**src/rtl/txdesc_walker.sv**
```systemverilog
module txdesc_walker #(
  parameter int AW      = 32,
  parameter int MAX_LEN = 8192
) (
  input  logic          clk,
  input  logic          rst_n,
  input  logic          cfg_wide,
  input  logic [AW-1:0] list_base,
  input  logic          base_load,
  input  logic          poll_kick,
  output logic          mem_req,
  output logic          mem_we,
  output logic [AW-1:0] mem_addr,
  output logic [31:0]   mem_wdata,
  input  logic [31:0]   mem_rdata,
  input  logic          mem_ack,
  output logic          frm_start,
  output logic [31:0]   frm_addr,
  output logic [13:0]   frm_len,
  input  logic          frm_done,
  input  logic [7:0]    frm_status,
  input  logic [63:0]   ts_value,
  output logic          suspended,
  output logic          halted
);
  localparam logic [3:0] S_IDLE = 4'd0, S_RD0 = 4'd1, S_RD1 = 4'd2, S_RD2 = 4'd3,
                         S_CHK  = 4'd4, S_SEND = 4'd5, S_WAIT = 4'd6, S_WR6 = 4'd7,
                         S_WR7  = 4'd8, S_WR0 = 4'd9, S_SUSP = 4'd10, S_HALT = 4'd11;
  localparam logic [7:0] ZLEN_STATUS = 8'h01;

  logic [3:0]    state;
  logic [AW-1:0] cur;
  logic [31:0]   w0, bufa;
  logic [13:0]   len;
  logic [7:0]    st;
  logic [63:0]   ts;
  logic          ts_do;
  logic [2:0]    woff;

  always_comb begin
    case (state)
      S_RD1:   woff = 3'd1;
      S_RD2:   woff = 3'd2;
      S_WR6:   woff = 3'd6;
      S_WR7:   woff = 3'd7;
      default: woff = 3'd0;
    endcase
  end

  assign mem_req   = (state == S_RD0) || (state == S_RD1) || (state == S_RD2) ||
                     (state == S_WR6) || (state == S_WR7) || (state == S_WR0);
  assign mem_we    = (state == S_WR6) || (state == S_WR7) || (state == S_WR0);
  assign mem_addr  = cur + AW'({woff, 2'b00});
  assign mem_wdata = (state == S_WR6) ? ts[31:0] :
                     (state == S_WR7) ? ts[63:32] :
                     {1'b0, w0[30:18], ts_do, w0[16:8], st};
  assign frm_start = (state == S_SEND);
  assign frm_addr  = bufa;
  assign frm_len   = len;
  assign suspended = (state == S_SUSP);
  assign halted    = (state == S_HALT);

  always_ff @(posedge clk) begin
    if (!rst_n) begin
      state <= S_IDLE;
      cur   <= '0;
      w0    <= '0;
      bufa  <= '0;
      len   <= '0;
      st    <= '0;
      ts    <= '0;
      ts_do <= 1'b0;
    end else begin
      case (state)
        S_IDLE: if (base_load) begin
          cur   <= {list_base[AW-1:2], 2'b00};
          state <= S_RD0;
        end
        S_RD0: if (mem_ack) begin
          w0    <= mem_rdata;
          state <= mem_rdata[31] ? S_RD1 : S_SUSP;
        end
        S_RD1: if (mem_ack) begin
          len   <= mem_rdata[13:0];
          state <= S_RD2;
        end
        S_RD2: if (mem_ack) begin
          bufa  <= mem_rdata;
          state <= S_CHK;
        end
        S_CHK: begin
          if (len == 14'd0) begin
            st    <= ZLEN_STATUS;
            ts_do <= 1'b0;
            state <= S_WR0;
          end else if (int'(len) > MAX_LEN) begin
            state <= S_HALT;
          end else begin
            state <= S_SEND;
          end
        end
        S_SEND: state <= S_WAIT;
        S_WAIT: if (frm_done) begin
          st    <= frm_status;
          ts    <= ts_value;
          ts_do <= w0[25] & cfg_wide;
          state <= (w0[25] & cfg_wide) ? S_WR6 : S_WR0;
        end
        S_WR6: if (mem_ack) state <= S_WR7;
        S_WR7: if (mem_ack) state <= S_WR0;
        S_WR0: if (mem_ack) begin
          cur   <= cur + (cfg_wide ? AW'(32) : AW'(16));
          state <= S_RD0;
        end
        S_SUSP: if (poll_kick) state <= S_RD0;
        S_HALT: state <= S_HALT;
        default: state <= S_IDLE;
      endcase
    end
  end
endmodule


```
**config.mk**
```make
export PLATFORM = sky130hd
export DESIGN_NAME = txdesc_walker
export DESIGN_NICKNAME = d
export VERILOG_FILES = /design/src/rtl/txdesc_walker.sv
export SDC_FILE = /design/constraint.sdc
export NUM_CORES = 1
export LEC_CHECK = 0
export ABC_AREA = 1
export BUFFER_PORTS_ARGS = -buffer_cell sky130_fd_sc_hd__buf_4
export CORE_MARGIN = 3
export CORE_UTILIZATION = 52
export CTS_CLUSTER_SIZE = 40
export DETAILED_ROUTE_END_ITERATION = 10
export PLACE_DENSITY = 0.89
export SLEW_MARGIN = 15
export SYNTH_ARGS = -nofsm -noshare
export SYNTH_HDL_FRONTEND = slang
export SYNTH_SLANG_ARGS = --single-unit
export TNS_END_PERCENT = 1
```
**constraint.sdc**
```tcl
create_clock -name clk -period 8.9 [get_ports clk]
set_input_delay 1.335 -clock clk [delete_from_list [all_inputs] [get_ports clk]]
set_output_delay 1.335 -clock clk [all_outputs]
set_load 0.1 [all_outputs]
```
==> metrics.md <==
| Metric | Value |
|---|---|
| Placer Congestion | `about 0.97` |
| # IOs | `about 260` |
| Ys async rst share | `0` |
| Vias in the first global route | `8,605` |
| Register area | `3503 um^2` |
| Synth top area cells | `dfxtp_1 (40%), a21oi_1 (13%), nand2_1 (11%), o21ai_0 (8.0%), inv_1 (6.2%)` |
| Slew Limit Fails | `0` |
| Mux share of post-synthesis cell area | `0` |
| Hold slack | `447.9 ps` |
| Via Count | `~9,300` |
| Synth unique cells | `35` |
| Die W | `135.6 um` |
| Port Buffer Count | `253` |
| Avg WL per Cell | `approximately 16 um` |
| F_max | `~0.17 GHz` |
| Final Skew | `14.49 ps` |
| Clock buffer depth | `2` |
| Fin Setup TNS | `0 ps` |
| Post-synth top area cell | `dfxtp_1` |
| Worst Path Required | `7570 ps` |
| Largest net degree at the start of global routing | `130` |
| Clock Pin Slew Worst Setup and Hold Paths | `70 ps` |
| Worst Setup EP | `mem_addr[28]` |
| Worst-margin pin slew | `roughly 1200 ps` |
| Tmin final | `5764 ps` |
| WL final | `roughly 28 mm` |
| WP data arrival | `4430 ps` |
| Global-route wire length before repair | `42.44 mm` |
| CP Launch Type | `flop` |
| Chip height | `135.6 um` |
| Final instance area | `approximately 11,000 um^2` |
| HPWL after DPL | `19.52 mm` |
| Post-Synth Simple-Gate Area | `0.2277` |
| Top_reg_cell synth | `dfxtp_1` |
| Fin nets | `1,658` |
| Worst reg2reg setup slack | `just over 6000 ps` |
| Largest family of logic cells by synthesized area | `simple AND/OR/NAND/NOR gates` |
| DR iter-0 viols | `803` |
| Worst Hold Class | `reg2reg` |
| Area after DPL | `10,620 um^2` |
| Total power draw | `about 3.6 mW` |
| Ant. Diodes | `0` |
| PwrDens | `319.5 nW/um^2` |
| Fin crit share | `0.6476` |
| Clock Sinks | `around 180` |
| Die area | `~18,000 um^2` |
| Drt pass-1 iters | `7` |
| Filler cells | `1,376` |
| Finish-stage setup viols | `0` |
| Max rail drop VDD | `0.2351 mV` |
| Vias per Instance | `5.379` |
| Fin util | `0.6945` |
| Mapped Cells | `approximately 1,300` |
| Reg2reg start | `state[0]$_SDFFE_PN0P_` |
| Setup Buffers After CTS | `0` |
| Post-synth EDFFs | `0` |
| Crit path kind | `reg2out` |
| CTS tree | `done` |
| Initial core utilization | `0.5399` |
| Core area | `16,170 um^2` |
| All-Layer GR Usage | `0.2881` |
| Post-synthesis sequential area ratio | `0.4012` |
| Hold-fix buffers, CTS | `0` |
| Adder-Cell Fraction of Synth Area | `0.01175` |
| Initial antenna violation count | `0` |
| Worst slew margin | `0.2278` |
| Pleak | `about 4.6 nW` |
| Residual DRC | `0` |
| Num CTS Buffers | `17` |
| R2R depth | `7` |
| Top cell type's share of synthesized area | `0.4012` |
| Status | `finished, final reports clean` |
| Layout area overhead | `28.63%` |
| #FFs+latches synth | `between 150 and 200` |
| GRT Residual Overflow | `0` |
| RSZ-0062 raised after global routing | `no` |
| Post-CTS Resized | `0` |
| Reg2reg end | `st[3]$_SDFFE_PN0P_` |
| Root buf cell | `clkbuf_16` |
| Warnings, synthesis | `0` |
| FP Rows | `46` |
| Post-synthesis cell area | `8732 um^2` |
| Crit. Startpoint | `state[0]$_SDFFE_PN0P_` |
| Xor/xnor cell area share of the yosys netlist | `0.03009` |
| H-tree levels | `4` |
| CP max FO | `12` |
| Critical Path End Type | `output port` |
| Final hold vios | `0` |
| Antenna Violating Nets Remaining | `0` |
| Clock Latency Late Sink | `430 ps` |
| Syn Area/Cell | `between 6 and 7 um^2` |
| MaxCap Viol Count | `0` |
| Synth Area in Compound Gates | `0.2248` |
| Share of cells above drive strength 1 | `0.2091` |
| Multi-input logic area | `4334 um^2` |
-- worst min-delay path by stage --
stage	start	endpoint	cells past startpoint
4_1_cts	ts[57]$_SDFFE_PN0P_	ts[57]$_SDFFE_PN0P_	2
2_1_floorplan	w0[10]$_SDFFE_PN0P_	w0[10]$_SDFFE_PN0P_	2
3_5_place_dp	ts[57]$_SDFFE_PN0P_	ts[57]$_SDFFE_PN0P_	2
3_3_place_gp	ts[58]$_SDFFE_PN0P_	ts[58]$_SDFFE_PN0P_	2
5_1_grt	ts[36]$_SDFFE_PN0P_	ts[36]$_SDFFE_PN0P_	2
6_report	ts[35]$_SDFFE_PN0P_	ts[35]$_SDFFE_PN0P_	2
-- cells in the mapped netlist, drive strengths merged, types with 3 or more instances --
| cell type | n |
|---|---|
| nand3 | 89 |
| dfxtp | 175 |
| buf | 20 |
| xnor2 | 3 |
| nand2 | 264 |
| o21ai | 146 |
| nand3b | 4 |
| xor2 | 27 |
| nor2 | 111 |
| nand4 | 6 |
| inv | 152 |
| a21oi | 236 |
| clkbuf | 56 |
| ha | 5 |
-- cell families after synthesis --
kind of cell	Yosys count
AOI/OAI and AO/OA	387
other	1
xor gates and xnor gates	30
adders and majority gates	7
and+or+nand+nor	477
DFF	175
buffers and inverters	229
-- flip-flops by register name (all words and copies together) (netlist names) --
register	count
cur	30
frm_addr	32
frm_len	14
st	8
state	4
ts	64
ts_do	1
w0	22
-- final cells by class --
class / count / area share
Clock buffer: 18 / 0.03910
Clock inverter: 14 / 0.01548
Inverter: 153 / 0.05113
Multi-Input combinational cell: 903 / 0.3859
Sequential cell: 175 / 0.3119
Tap cell: 216 / 0.02406
Timing Repair Buffer: 258 / 0.1724
-- placed cells by master, fill, tap and decap left out, types with 6 or more instances in the layout --
| cell | count |
|---|---|
| buf_4 | 258 |
| nand2_1 | 257 |
| a21oi_1 | 235 |
| dfxtp_1 | 175 |
| inv_1 | 144 |
| o21ai_0 | 140 |
| nor2_1 | 102 |
| nand3_1 | 89 |
| xor2_1 | 27 |
| clkbuf_16 | 17 |
| inv_2 | 8 |
| nor2_2 | 7 |
| nand2_2 | 6 |
| nand4_1 | 6 |
-- critical path, cell delays in order (launching register included) --
cell,delay (ps)
dfxtp_1,370
inv_2,100
nand2_1,100
nor2_1,720
inv_1,200
nand2_1,120
ha_1,190
inv_1,60
fa_1,400
o22ai_1,550
nand2_1,250
nor2_1,330
nand2_1,110
xor2_1,160
buf_4,310
-- per-stage QoR --
| step | std cells | setup slack, ps |
|---|---|---|
| 2_1_floorplan | 1307 | 3722 |
| 3_3_place_gp | 1705 | 3784 |
| 3_5_place_dp | 1705 | 3694 |
| 4_1_cts | 1737 | 3213 |
| 5_1_grt | 1737 | 2861 |
| 6_report | 1737 | 3136 |
-- routing by layer --
metal,GRT usage,share of wire,up-vias
met5,0.008333,0,-
met4,0.1215,0.032,0
met3,0.06798,0.082,58
met2,0.4640,0.47,370
met1,0.3707,0.42,4283
li1,-,-,4633
-- where the power goes --
part	total (mW)	switching, mW	leakage, nW	internal, mW
combinational	1.79	1.39	2.92	0.400
sequential	1.03	0.136	1.42	0.895
clock	0.771	0.339	0.291	0.431
total	3.59	1.86	4.63	1.73
(Power assumes the default switching activity.)
